File: src/rtl/rtc_dbuf_pkg.sv
package rtc_dbuf_pkg;

  typedef struct packed {
    logic [7:0] cen;
    logic [7:0] yr;
    logic [7:0] mon;
    logic [7:0] date;
    logic [7:0] day;
    logic [7:0] hr;
    logic [7:0] min;
    logic [7:0] sec;
  } rtc_time_t;

  localparam int unsigned NUM_REGS = 8;
  localparam logic [2:0]  A_CTRL   = 3'd0;

  localparam rtc_time_t RTC_RESET_TIME = '{
    cen: 8'h20, yr: 8'h00, mon: 8'h01, date: 8'h01,
    day: 8'h01, hr: 8'h00, min: 8'h00, sec: 8'h00
  };

  // packed BCD successor without range limit
  function automatic logic [7:0] bcd_succ(input logic [7:0] v);
    if (v[3:0] == 4'd9) return {v[7:4] + 4'd1, 4'd0};
    return v + 8'd1;
  endfunction

  // year (two BCD digits) divisible by four
  function automatic logic leap_yr(input logic [7:0] y);
    if (y[4]) return (y[3:0] == 4'd2) || (y[3:0] == 4'd6);
    return (y[3:0] == 4'd0) || (y[3:0] == 4'd4) || (y[3:0] == 4'd8);
  endfunction

  function automatic logic [7:0] month_last(input logic [7:0] m, input logic [7:0] y);
    case (m)
      8'h02:                      return leap_yr(y) ? 8'h29 : 8'h28;
      8'h04, 8'h06, 8'h09, 8'h11: return 8'h30;
      default:                    return 8'h31;
    endcase
  endfunction

  // register file byte at a bus address
  function automatic logic [7:0] field_at(input rtc_time_t t, input logic [2:0] a);
    case (a)
      3'd0:    return t.cen;
      3'd1:    return t.sec;
      3'd2:    return t.min;
      3'd3:    return t.hr;
      3'd4:    return t.day;
      3'd5:    return t.date;
      3'd6:    return t.mon;
      default: return t.yr;
    endcase
  endfunction

endpackage

File: src/rtl/rtc_dbuf_bus.sv
module rtc_dbuf_bus (
  input  logic clk,
  input  logic rst_n,
  input  logic ce_n,
  input  logic oe_n,
  input  logic we_n,
  input  logic vcc_in_tol,
  input  logic vcc_below_bat,
  output logic wr_en,
  output logic rd_en
);

  logic supply_good;

  assign supply_good = vcc_in_tol && !vcc_below_bat;
  assign wr_en       = supply_good && !ce_n && !we_n;
  assign rd_en       = supply_good && !ce_n && !oe_n && we_n;

  assert_rd_wr_excl_R9: assert property (@(posedge clk) disable iff (!rst_n)
    !(wr_en && rd_en));

  assert_no_read_low_supply_R10: assert property (@(posedge clk) disable iff (!rst_n)
    (!vcc_in_tol || vcc_below_bat) |-> !rd_en && !wr_en);

  assert_deselect_R9: assert property (@(posedge clk) disable iff (!rst_n)
    ce_n |-> !rd_en && !wr_en);

endmodule

File: src/rtl/rtc_dbuf_counters.sv
module rtc_dbuf_counters
  import rtc_dbuf_pkg::*;
(
  input  logic      clk,
  input  logic      rst_n,
  input  logic      tick,
  input  logic      load,
  input  rtc_time_t load_val,
  output rtc_time_t cur
);

  rtc_time_t nxt;
  logic w_sec, w_min, w_hr, w_date, w_mon, w_yr;

  always_comb begin
    nxt    = cur;
    w_sec  = (cur.sec == 8'h59);
    w_min  = 1'b0;
    w_hr   = 1'b0;
    w_date = 1'b0;
    w_mon  = 1'b0;
    w_yr   = 1'b0;
    nxt.sec = w_sec ? 8'h00 : bcd_succ(cur.sec);
    if (w_sec) begin
      w_min   = (cur.min == 8'h59);
      nxt.min = w_min ? 8'h00 : bcd_succ(cur.min);
    end
    if (w_min) begin
      w_hr   = (cur.hr == 8'h23);
      nxt.hr = w_hr ? 8'h00 : bcd_succ(cur.hr);
    end
    if (w_hr) begin
      nxt.day  = (cur.day == 8'h07) ? 8'h01 : bcd_succ(cur.day);
      w_date   = (cur.date == month_last(cur.mon, cur.yr));
      nxt.date = w_date ? 8'h01 : bcd_succ(cur.date);
    end
    if (w_date) begin
      w_mon   = (cur.mon == 8'h12);
      nxt.mon = w_mon ? 8'h01 : bcd_succ(cur.mon);
    end
    if (w_mon) begin
      w_yr   = (cur.yr == 8'h99);
      nxt.yr = w_yr ? 8'h00 : bcd_succ(cur.yr);
    end
    if (w_yr) begin
      nxt.cen = (cur.cen == 8'h39) ? 8'h00 : bcd_succ(cur.cen);
    end
  end

  always_ff @(posedge clk or negedge rst_n) begin
    if (!rst_n)    cur <= RTC_RESET_TIME;
    else if (load) cur <= load_val;
    else if (tick) cur <= nxt;
  end

  assert_tick_moves_R1: assert property (@(posedge clk) disable iff (!rst_n)
    (tick && !load) |=> cur.sec != $past(cur.sec));

  assert_idle_hold_R1: assert property (@(posedge clk) disable iff (!rst_n)
    (!tick && !load) |=> $stable(cur));

  assert_sec_wrap_R2: assert property (@(posedge clk) disable iff (!rst_n)
    (tick && !load && cur.sec == 8'h59) |=> cur.sec == 8'h00);

  assert_hour_wrap_R2: assert property (@(posedge clk) disable iff (!rst_n)
    (tick && !load && cur.sec == 8'h59 && cur.min == 8'h59 && cur.hr == 8'h23)
      |=> cur.hr == 8'h00);

  assert_load_lands_R7: assert property (@(posedge clk) disable iff (!rst_n)
    load |=> cur == $past(load_val));

endmodule

File: src/rtl/rtc_dbuf_shadow.sv
module rtc_dbuf_shadow
  import rtc_dbuf_pkg::*;
#(
  parameter int unsigned MIN_LOW_CYC = 50000
) (
  input  logic       clk,
  input  logic       rst_n,
  input  logic       tick,
  input  logic       wr_en,
  input  logic [2:0] addr,
  input  logic [7:0] wdata,
  input  rtc_time_t  cur,
  output rtc_time_t  vis,
  output logic       rhalt,
  output logic       whalt,
  output logic       load,
  output rtc_time_t  load_val
);

  localparam int unsigned CNT_W = $clog2(MIN_LOW_CYC + 1);
  localparam logic [CNT_W-1:0] LOW_MAX = CNT_W'(MIN_LOW_CYC);

  logic [7:0]       vis_r [NUM_REGS];
  logic [CNT_W-1:0] low_cnt;
  logic             rh_q, wh_q, pend_q, tick_q;
  logic             ctrl_wr, rh_n, wh_n, armed, refresh, release_ev;

  assign ctrl_wr    = wr_en && (addr == A_CTRL);
  assign rh_n       = ctrl_wr ? wdata[6] : rh_q;
  assign wh_n       = ctrl_wr ? wdata[7] : wh_q;
  assign release_ev = (rh_q && !rh_n) || (wh_q && !wh_n);
  assign armed      = !rh_q && !wh_q && (low_cnt == LOW_MAX);
  assign refresh    = armed && (tick_q || pend_q);

  assign load = ctrl_wr && wh_q && !wdata[7];

  always_comb begin
    load_val     = vis;
    load_val.cen = {2'b00, wdata[5:0]};
  end

  assign vis = '{cen: vis_r[0], sec: vis_r[1], min: vis_r[2], hr: vis_r[3],
                 day: vis_r[4], date: vis_r[5], mon: vis_r[6], yr: vis_r[7]};
  assign rhalt = rh_q;
  assign whalt = wh_q;

  always_ff @(posedge clk or negedge rst_n) begin
    if (!rst_n) begin
      rh_q    <= 1'b0;
      wh_q    <= 1'b0;
      pend_q  <= 1'b1;
      tick_q  <= 1'b0;
      low_cnt <= '0;
    end else begin
      rh_q   <= rh_n;
      wh_q   <= wh_n;
      tick_q <= tick;
      if (release_ev)   pend_q <= 1'b1;
      else if (refresh) pend_q <= 1'b0;
      if (rh_q || wh_q)            low_cnt <= '0;
      else if (low_cnt != LOW_MAX) low_cnt <= low_cnt + 1'b1;
    end
  end

  always_ff @(posedge clk or negedge rst_n) begin
    if (!rst_n) begin
      for (int k = 0; k < NUM_REGS; k++) vis_r[k] <= field_at(RTC_RESET_TIME, 3'(k));
    end else begin
      for (int k = 0; k < NUM_REGS; k++) begin
        if (wr_en && addr == 3'(k))
          vis_r[k] <= (k == 0) ? {2'b00, wdata[5:0]} : wdata;
        else if (refresh)
          vis_r[k] <= field_at(cur, 3'(k));
      end
    end
  end

  assert_frozen_R5: assert property (@(posedge clk) disable iff (!rst_n)
    (rh_q && !wr_en) |=> $stable(vis));

  assert_write_halt_hold_R7: assert property (@(posedge clk) disable iff (!rst_n)
    (wh_q && !wr_en) |=> $stable(vis));

  assert_guard_after_release_R6: assert property (@(posedge clk) disable iff (!rst_n)
    (!rh_q && !wh_q && $past(rh_q || wh_q) && !wr_en) |=> $stable(vis));

endmodule

File: src/rtl/rtc_dbuf_top.sv
module rtc_dbuf_top
  import rtc_dbuf_pkg::*;
#(
  parameter int unsigned MIN_LOW_CYC = 50000
) (
  input  logic       clk,
  input  logic       rst_n,
  input  logic       tick_1hz,
  input  logic       vcc_in_tol,
  input  logic       vcc_below_bat,
  input  logic       ce_n,
  input  logic       oe_n,
  input  logic       we_n,
  input  logic [2:0] addr,
  input  logic [7:0] din,
  output logic [7:0] dout,
  output logic       dout_en
);

  logic      wr_en, rd_en, rhalt, whalt, load;
  rtc_time_t cur, vis, load_val;
  logic [7:0] rd_byte;

  rtc_dbuf_bus u_bus (
    .clk(clk), .rst_n(rst_n), .ce_n(ce_n), .oe_n(oe_n), .we_n(we_n),
    .vcc_in_tol(vcc_in_tol), .vcc_below_bat(vcc_below_bat),
    .wr_en(wr_en), .rd_en(rd_en)
  );

  rtc_dbuf_counters u_cnt (
    .clk(clk), .rst_n(rst_n), .tick(tick_1hz), .load(load),
    .load_val(load_val), .cur(cur)
  );

  rtc_dbuf_shadow #(.MIN_LOW_CYC(MIN_LOW_CYC)) u_shadow (
    .clk(clk), .rst_n(rst_n), .tick(tick_1hz), .wr_en(wr_en), .addr(addr),
    .wdata(din), .cur(cur), .vis(vis), .rhalt(rhalt), .whalt(whalt),
    .load(load), .load_val(load_val)
  );

  always_comb begin
    rd_byte = field_at(vis, addr);
    if (addr == A_CTRL) rd_byte = {whalt, rhalt, vis.cen[5:0]};
  end

  assign dout    = rd_en ? rd_byte : 8'h00;
  assign dout_en = rd_en;

  assert_ctrl_reflects_R4: assert property (@(posedge clk) disable iff (!rst_n)
    (rd_en && addr == A_CTRL) |-> dout[7:6] == {whalt, rhalt});

endmodule

File: config.mk
export PLATFORM = sky130hd
export DESIGN_NAME = rtc_dbuf_top
export DESIGN_NICKNAME = d
export VERILOG_FILES = /design/src/rtl/rtc_dbuf_pkg.sv /design/src/rtl/rtc_dbuf_bus.sv /design/src/rtl/rtc_dbuf_counters.sv /design/src/rtl/rtc_dbuf_shadow.sv /design/src/rtl/rtc_dbuf_top.sv
export SDC_FILE = /design/constraint.sdc
export NUM_CORES = 1
export LEC_CHECK = 0
export CORE_ASPECT_RATIO = 1.1
export CORE_UTILIZATION = 46
export DETAILED_ROUTE_END_ITERATION = 6
export PLACE_DENSITY = 0.65
export SETUP_SLACK_MARGIN = 0.2
export SYNTH_ARGS = -nofsm -noshare
export SYNTH_HDL_FRONTEND = slang
export SYNTH_HIERARCHICAL = 1
export SYNTH_SLANG_ARGS = --single-unit
File: constraint.sdc
create_clock -name clk -period 4.3 [get_ports clk]
set_input_delay 0.43 -clock clk [delete_from_list [all_inputs] [get_ports clk]]
set_output_delay 0.43 -clock clk [all_outputs]
set_load 0.005 [all_outputs]
-- Yosys cells after proc, flatten, opt, wreduce, memory -nomap -nowiden
Index checks and enable logic that the tools add are counted.
- register bits after elaboration: 146
- input bits: 19
- logic and storage cells: 220
- $add $sub $neg: 17
- eq/ne operators: 34
- muxes and demuxes: 87
- reductions and logical operators: 61
- operator list (operator ; count):
    $mux W8 ; 46
    $mux W64 ; 2
    $add A8 B1 Y8 const B ; 8
    $mux W16 ; 3
    $pmux W8 S6 ; 1
    $eq A4 B4 Y1 const B ; 9
    $reduce_bool A2 Y1 ; 17
    $add A4 B1 Y4 const B ; 8
    $mux W1 ; 32
    $eq A8 B3 Y1 const B ; 3
    $logic_and A1 B1 Y1 ; 20
    $add A16 B1 Y16 const B ; 1
    $eq A16 B16 Y1 const B ; 1
    $eq A8 B5 Y1 const B ; 2
    $eq A8 B6 Y1 const B ; 2
    $eq A8 B7 Y1 const B ; 2
    $ne A16 B16 Y1 const B ; 1
    $pmux W8 S2 ; 1
    $eq A3 B3 Y1 const B ; 4
    $mux W6 ; 2
    $reduce_and A2 Y1 ; 6
    $logic_not A1 Y1 ; 9
    $eq A4 B3 Y1 const B ; 2
    $eq A8 B2 Y1 const B ; 1
    other kinds (10) ; 16

-- Depth between registers and ports, before layout
Gate-level depths: netlist of run 1.
- depth in word-level cells: 20
- gate-level depth with buffers: 13

-- Hierarchy
The synthesis of run 1 kept the hierarchy.
- modules (own cells, without submodules) (module ; times used ; cells each ; area each (um2)):
    rtc_dbuf_counters ; 1 ; 591 ; 4919.7
    rtc_dbuf_shadow ; 1 ; 562 ; 4794.6
    rtc_dbuf_top ; 1 ; 109 ; 685.7
    rtc_dbuf_bus ; 1 ; 3 ; 25.0

-- Worst setup path after synthesis of run 1
Ideal clock, no wire load.
- path type: input port to flip-flop
- from: in vcc_below_bat
- to: reg u_cnt/cur[18] (netlist name)
- setup time: 0.135 ns
- arrival time: 2.948 ns
- required time: 4.165 ns
- setup slack: 1.217 ns
- cell stages on the path: 12
- path buffers: 4
- path through: or3b_1 -> nor2_1 -> nor2b_1 -> nand2_1 -> clkbuf_1 -> nor2_1 -> clkbuf_1 -> clkbuf_1 -> buf_1 -> nor2_1 -> o21ai_0 -> o21ai_0
- longest elaborated chain between the ends: 9
- elaborated cells between the ends (all ways): 11
- those cells by class: mux: 1; reduce/logical: 10
- RTL lines (item ; line ; RTL):
    start, declared ; rtc_dbuf_top.sv:10 ; input logic vcc_below_bat,
    $logic_not A1 Y1 * ; rtc_dbuf_bus.sv:15 ; assign supply_good = vcc_in_tol && !vcc_below_bat;
    $logic_and A1 B1 Y1 * ; rtc_dbuf_bus.sv:15 ;
    $logic_and A1 B1 Y1 * (2 in a row) ; rtc_dbuf_bus.sv:16 ; assign wr_en = supply_good && !ce_n && !we_n;
    net wr_en ; rtc_dbuf_top.sv:20 ; logic wr_en, rd_en, rhalt, whalt, load;
    $logic_and A1 B1 Y1 * ; rtc_dbuf_shadow.sv:28 ; assign ctrl_wr = wr_en && (addr == A_CTRL);
    $logic_and A1 B1 Y1 * (2 in a row) ; rtc_dbuf_shadow.sv:35 ; assign load = ctrl_wr && wh_q && !wdata[7];
    net load ; rtc_dbuf_top.sv:20 ;
    $reduce_bool A2 Y1 (no source line) ; - ;
    $reduce_and A2 Y1 (no source line) ; - ;
Mark *: on every way through the listed nets, which the timed path passes. The rest lies on a longest branch.
A chain may end at the register's enable or synchronous reset.

-- Final worst setup path of run 1
- from: in addr[0]
- to: out dout[6]
- longest elaborated chain between the ends: 4
- elaborated cells between the ends (all ways): 10
- those cells by class: eq/ne: 6; mux: 3; reduce/logical: 1
- RTL lines (item ; line ; RTL):
    start, declared ; rtc_dbuf_top.sv:14 ; input logic [2:0] addr,
    $eq A3 B3 Y1 (tied with other cells) ; rtc_dbuf_pkg.sv:44 ; case (a)
    $pmux W8 S6 ; rtc_dbuf_pkg.sv:44 ;
    $mux W8 * ; rtc_dbuf_top.sv:43 ; if (addr == A_CTRL) rd_byte = {whalt, rhalt, vis.cen[5:0]};
    $mux W8 * ; rtc_dbuf_top.sv:46 ; assign dout = rd_en ? rd_byte : 8'h00;
    end, declared ; rtc_dbuf_top.sv:16 ; output logic [7:0] dout,
Every way passes the cells marked *; elsewhere a longest branch is shown, timed or not.

==> results of run 1 <==
[where the power goes]
part / internal [uW] / switching [uW] / total, uW
clock network: 770 / 683 / 1450
logic: 190 / 331 / 521
registers: 1500 / 173 / 1670
total: 2460 / 1190 / 3650
[area by class of cell]
class | count | area share (%)
clock inverters | 15 | 1.34
well taps | 295 | 3.41
repair buffers | 49 | 4.15
clock buffers | 17 | 3.93
multi-input cells | 907 | 51.9
inverters | 43 | 1.49
flip-flops and latches | 146 | 33.8
[state kept, by name (all words and copies together), names as in the netlist]
name / cells
u_shadow/low_cnt: 16
u_shadow/pend_q: 1
u_shadow/whalt: 1
u_shadow/vis: 6
u_shadow/load_val: 56
u_cnt/cur: 64
u_shadow/rhalt: 1
u_shadow/tick_q: 1
[worst max-delay path: stages]
cell and delay (ps):
clkdlybuf4s50_1 1130, buf_4 310, nor2_1 80, nand2_1 100, nand2_1 140, o31ai_1 370, clkdlybuf4s50_1 560
[routing by layer]
metal | wire length [um] | vias up | part of all wire, %
li1 | - | 4325 | -
met1 | 13100 | 4480 | 44
met2 | 13600 | 428 | 46
met3 | 2200 | 49 | 7.4
met4 | 733 | 0 | 2.5
met5 | 0 | - | 0
[stage by stage]
stage / cell area [um2] / instances
after global placement: 10300 / 1440
after CTS: 10800 / 1472
after detailed placement: 10300 / 1440
after floorplan: 10300 / 1258
final: 10800 / 1472
after global routing: 10800 / 1472
[worst min path at each step]
stage	start	to	slack (ps)	cells past startpoint
2_1_floorplan	rst_n	u_cnt/cur[0]	130	0
3_3_place_gp	u_shadow/load_val[12]	u_cnt/cur[12]	500	2
3_5_place_dp	u_shadow/load_val[6]	u_cnt/cur[6]	500	1
4_1_cts	rst_n	u_shadow/low_cnt[15]	110	1
5_1_grt	rst_n	u_shadow/low_cnt[15]	130	1
6_report	rst_n	u_shadow/low_cnt[15]	40	1
==> metrics.yaml, run 1 <==
grt:
  grtUsageMet2_pct: 40.8
  grt_pass1_wl_um: 48200
  grt_max_degree: 89
  grt_pass1_vias: 8638
  grt_overflow: 0
  antenna_found_initial: 0
  grt-busiest-layer: "met2"
  use_met3_pct: 4.93
  gr-usage-all-layers_pct: 26.1
  met1_usage_pct: 36.0
sta:
  relSlewSlack_pct: 32.2
  setup_viol: 0
  fin_ws_ps: 733
  fmax_mhz: 280
  clock_skew_ps: 12.6
  setup_tns_ps: 0
  whs_ps: 43.5
  tightest_slew_ps: 1020
  hold_viol: 0
  rsz0062_at_grt: "no"
  final.min_clock_period_ps: 3570
  slew_viol_final: 0
  finalCritPeriodShare_pct: 82.9
floorplanning:
  dieArea_mm2: 0.0231
  chipHeight_um: 159
  die_w_um: 145
  rows: 57
  core-area_mm2: 0.0220
  io_pins: 28
  initial_core_util_pct: 46.9
layout:
  final_cell_mix: "dfrtp_1 (137), o21ai_0 (127), nor2_1 (126), nand2_1 (101), nand4_1 (74)"
  multi_input_area_mm2: 0.00562
  finish.utilization_pct: 49.2
  antenna_cells: 0
  layout_commonest_cell: "dfrtp_1"
  area_growth_pct: 4.78
  ff_latch_area_mm2: 0.00366
  fillers: 2088
  drive_gt1_share_pct: 8.84
  layout.nets: 1212
pwr:
  power-per-cell-area_mw_per_mm2: 337
  total_power_uw: 3650
  ir_drop_mv: 0.284
  leakagePower_uw: 0.00412
clocking:
  clk_latency_ps: 430
  root_buffer: "clkbuf_16"
  cts-resized-gates: 0
  cts_sinks: 146
  clockBufferDepth: 2
  cts_tree: "done"
  clk_pin_slew_ps: 60
  cts_buffers: 17
  cts_htree_levels: 4
  cts_setup_buffers: 0
  cts_hold_buf: 0
min_path:
  hp-class: "in -> async"
drt:
  wl_um: 29700
  dr.pass1.iters: 7
  wl_per_cell_um: 20.2
  drc_errors: 0
  vias_per_cell: 6.31
  vias: 9282
  drt_iter0_markers: 1011
  antenna_left: 0
synthesis:
  syn_inst: 1257
  synth.avg_cell_area_um2: 8.23
  syn_area_mm2: 0.0103
  yosys_warnings: 6
worst_setup_path:
  r2r-end: "u_cnt/cur[54]"
  r2r-start: "u_cnt/cur[44]"
  cp.required_ps: 3870
  arrival_ps: 3140
  criticalPathCategory: "in -> out"
  endpoint_kind: "output port"
  startpoint: "addr[0]"
  crit_fanout: 27
  endpoint: "dout[6]"
  r2r_cells: 8
  critPathLaunchType: "input pin"
  rrSetupSlack_ps: 1150
placement:
  dpl_worst_slack_ps: 647
  gp_congestion: 0.901
  io_buffer_count: 27
  dp_hpwl_um: 20100
outcome:
  status: "finished, final reports clean"
job:
  maxCapViolCount: 0
Note: power is estimated with default switching activity, not from simulation.
==> run 2, diff against run 1 <==
--- a/config.mk
+++ b/config.mk
@@ -8,7 +8,7 @@
 export CORE_ASPECT_RATIO = 1.1
 export CORE_UTILIZATION = 46
 export DETAILED_ROUTE_END_ITERATION = 6
-export PLACE_DENSITY = 0.65
+export PLACE_DENSITY = 0.68
 export SETUP_SLACK_MARGIN = 0.2
 export SYNTH_ARGS = -nofsm -noshare
 export SYNTH_HDL_FRONTEND = slang
==> constraint.sdc (replaced) <==
create_clock -name clk -period 2.9 [get_ports clk]
set_input_delay 0.29 -clock clk [delete_from_list [all_inputs] [get_ports clk]]
set_output_delay 0.29 -clock clk [all_outputs]
set_load 0.005 [all_outputs]
==> run 2 against run 1 <==
Effect of this change:
- the run now ends with design-rule violations left
- power increased by 55%
- final cell count grew 3.4%
- flip-flop and latch count unchanged
- register-to-register slack worse by 900 ps
==> metrics.yaml, run 2 (same netlist as run 1, synthesis figures left out) <==
outcome:
  violations: "design-rule violations"
  status: "finished, violations left"
worst_setup_path:
  criticalPathCategory: "in -> out"
  cp_slowest_cell: "clkdlybuf4s50_1"
  path_common_cell: "clkdlybuf4s50_1"
  critPathLaunchType: "input pin"
  endpoint_kind: "output port"
  worstSetupPathDepth: 6  # -1
  startpoint: "vcc_in_tol"
  r2r-start: "u_cnt/cur[44]"
  crit_family: "buffers and inverters"
  r2r_cells: 9  # +1
  crit_fanout: 6  # -78%
  arrival_ps: 2410  # -730 ps
  cpPeakStageDelay_ps: 560  # -570 ps
  crit_chain: "clkdlybuf4s50_1, or3b_4, nor3b_4, nand2_4, o31ai_1, clkdlybuf4s50_1"
  r2r-end: "u_cnt/cur[49]"
  critPathBufInv: 2  # -1
  rrSetupSlack_ps: 250  # -900 ps
  endpoint: "dout[6]"
  cp.required_ps: 2610  # -1260 ps
floorplanning:
  initial_core_util_pct: 46.9  # unchanged
  chipHeight_um: 159  # unchanged
  rows: 57  # unchanged
  dieArea_mm2: 0.0231  # unchanged
  io_pins: 28  # unchanged
  core-area_mm2: 0.0220  # unchanged
  die_w_um: 145  # unchanged
layout:
  layout.nets: 1261  # +4.0%
  drive_gt1_share_pct: 14.1  # +5.3 points
  fin_area_mm2: 0.0115  # +5.9%
  final_cell_mix: "dfrtp_1 (137), o21ai_0 (127), nor2_1 (124), nand2_1 (100), nand4_1 (74)"
  area_growth_pct: 10.9
  largest_reg_flops: 64  # unchanged
  layout_commonest_cell: "dfrtp_1"
  regMostFlops: "u_cnt/cur"
clocking:
  cts_tree: "done"
  cts_sinks: 146  # unchanged
  clk_latency_ps: 430  # about the same
  cts_htree_levels: 4  # unchanged
  root_buffer: "clkbuf_16"
  cts_buffers: 17  # unchanged
  clk_pin_slew_ps: 60  # about the same
  clockBufferDepth: 2  # unchanged
min_path:
  hp-class: "in -> async"
grt:
  grt_overflow: 0  # unchanged
  grt_max_degree: 70  # -21%
  antenna_found_initial: 0  # unchanged
  grt_pass1_vias: 9090  # +5.2%
  grt_pass1_wl_um: 50200  # +4.1%
  gr-usage-all-layers_pct: 27.1  # +1.0 points
job:
  maxCapViolCount: 0  # unchanged
sta:
  final.min_clock_period_ps: 2700
  setup_viol: 0  # unchanged
  fin_ws_ps: 201  # -532 ps
  rsz0062_at_grt: "yes"
  tightest_slew_ps: 752  # -265 ps
  hold_viol: 0  # unchanged
  clock_skew_ps: 17.5  # +4.97 ps
  fmax_mhz: 370
  slew_viol_final: 0  # unchanged
  finalCritPeriodShare_pct: 93.1
  setup_tns_ps: 0  # unchanged
  whs_ps: 454  # +410 ps
  relSlewSlack_pct: 49.9  # +18 points
placement:
  io_buffer_count: 27  # unchanged
  dp_hpwl_um: 21000  # +4.6%
  gp_congestion: 0.911  # +1.2%
  dpl-instance-area_mm2: 0.0107  # +4.1%
  dpl_worst_slack_ps: 97.3  # -549 ps
drt:
  drt_iter0_markers: 1194  # +18%
  drc_errors: 3  # +3
  dr.pass1.iters: 7  # unchanged
  vias_per_cell: 6.40  # +1.4%
  wl_um: 31300  # +5.4%
  vias: 9735  # +4.9%
  wl_per_cell_um: 20.6  # +1.9%
  antenna_left: 0  # unchanged
pwr:
  power-per-cell-area_mw_per_mm2: 494  # +47%
  ir_drop_mv: 0.414  # +46%
  leakagePower_uw: 0.00452  # +9.6%
  total_power_uw: 5670  # +55%
==> run 2: cell count changes in the layout (fill, tap and decap cells not counted), moves of 3 or more <==
cell             change
buf_4               +42
inv_8                -5
and3_1               -3
o31ai_1              -4
buf_12               +6
clkdlybuf4s50_1      -7
dlymetal6s2s_1       +5
bufinv_16            +3
==> run 2: area by class of cell <==
| type | count | area, um2 |
|---|---|---|
| Fill cell | 2022 | 10600 |
| Clock buffer | 19 | 443 |
| Sequential cell | 146 | 3660 |
| Antenna cell | 1 | 2.50 |
| Inverter | 43 | 161 |
| Multi-Input combinational cell | 907 | 5750 |
| Tap cell | 295 | 369 |
| Clock inverter | 13 | 174 |
| Timing Repair Buffer | 98 | 905 |
==> run 2: worst min path at each step <==
stage / from / endpoint / cells past startpoint
final: rst_n / u_shadow/low_cnt[7] / 2
after global routing: rst_n / u_shadow/low_cnt[7] / 2
after CTS: rst_n / u_shadow/low_cnt[7] / 2
after detailed placement: rst_n / u_shadow/low_cnt[15] / 1
after global placement: rst_n / u_shadow/low_cnt[15] / 1
after floorplan: rst_n / u_cnt/cur[0] / 0
==> run 2: where the power goes <==
part | leakage (uW) | internal (uW) | total [uW] | switching (uW)
logic | 0.00255 | 329 | 855 | 526
registers | 0.00167 | 2230 | 2480 | 254
clock network | 0.000291 | 1390 | 2330 | 939
total | 0.00452 | 3950 | 5670 | 1720
==> run 2: worst register-to-register path, stage by stage (launching register included) <==
cell and delay (ps):
dfrtp_1 390, inv_2 80, ha_4 140, or3b_4 430
a2111oi_4 350, o31ai_4 180, a2111oi_4 370, buf_4 210
a21boi_0 90, o31a_1 300
==> run 2: what timing repair did <==
| item | CTS | global route |
|---|---|---|
| hold endpoints to repair | 63 | 0 |
| setup buffers | 3 | 2 |
| hold buffers | 1 | 0 |
| gates resized for setup | 4 | 32 |
| endpoints found under the setup margin | 12 | 28 |
| pin swaps | 4 | 7 |
==> run 2: through the flow <==
stage / instances / util [%]
final: 1522 / 52.1
after CTS: 1519 / 51.4
after floorplan: 1258 / -
after detailed placement: 1483 / 48.5
after global routing: 1521 / 52.0
after global placement: 1483 / 48.5
==> run 2: layer usage <==
| layer | up-vias | part of all wire [%] | global-route usage (%) |
|---|---|---|---|
| met5 | - | 0 | 0 |
| met4 | 0 | 2.9 | 10.4 |
| met3 | 76 | 6.5 | 3.72 |
| met2 | 434 | 48 | 43.6 |
| met1 | 4794 | 43 | 37.0 |
| li1 | 4431 | - | - |
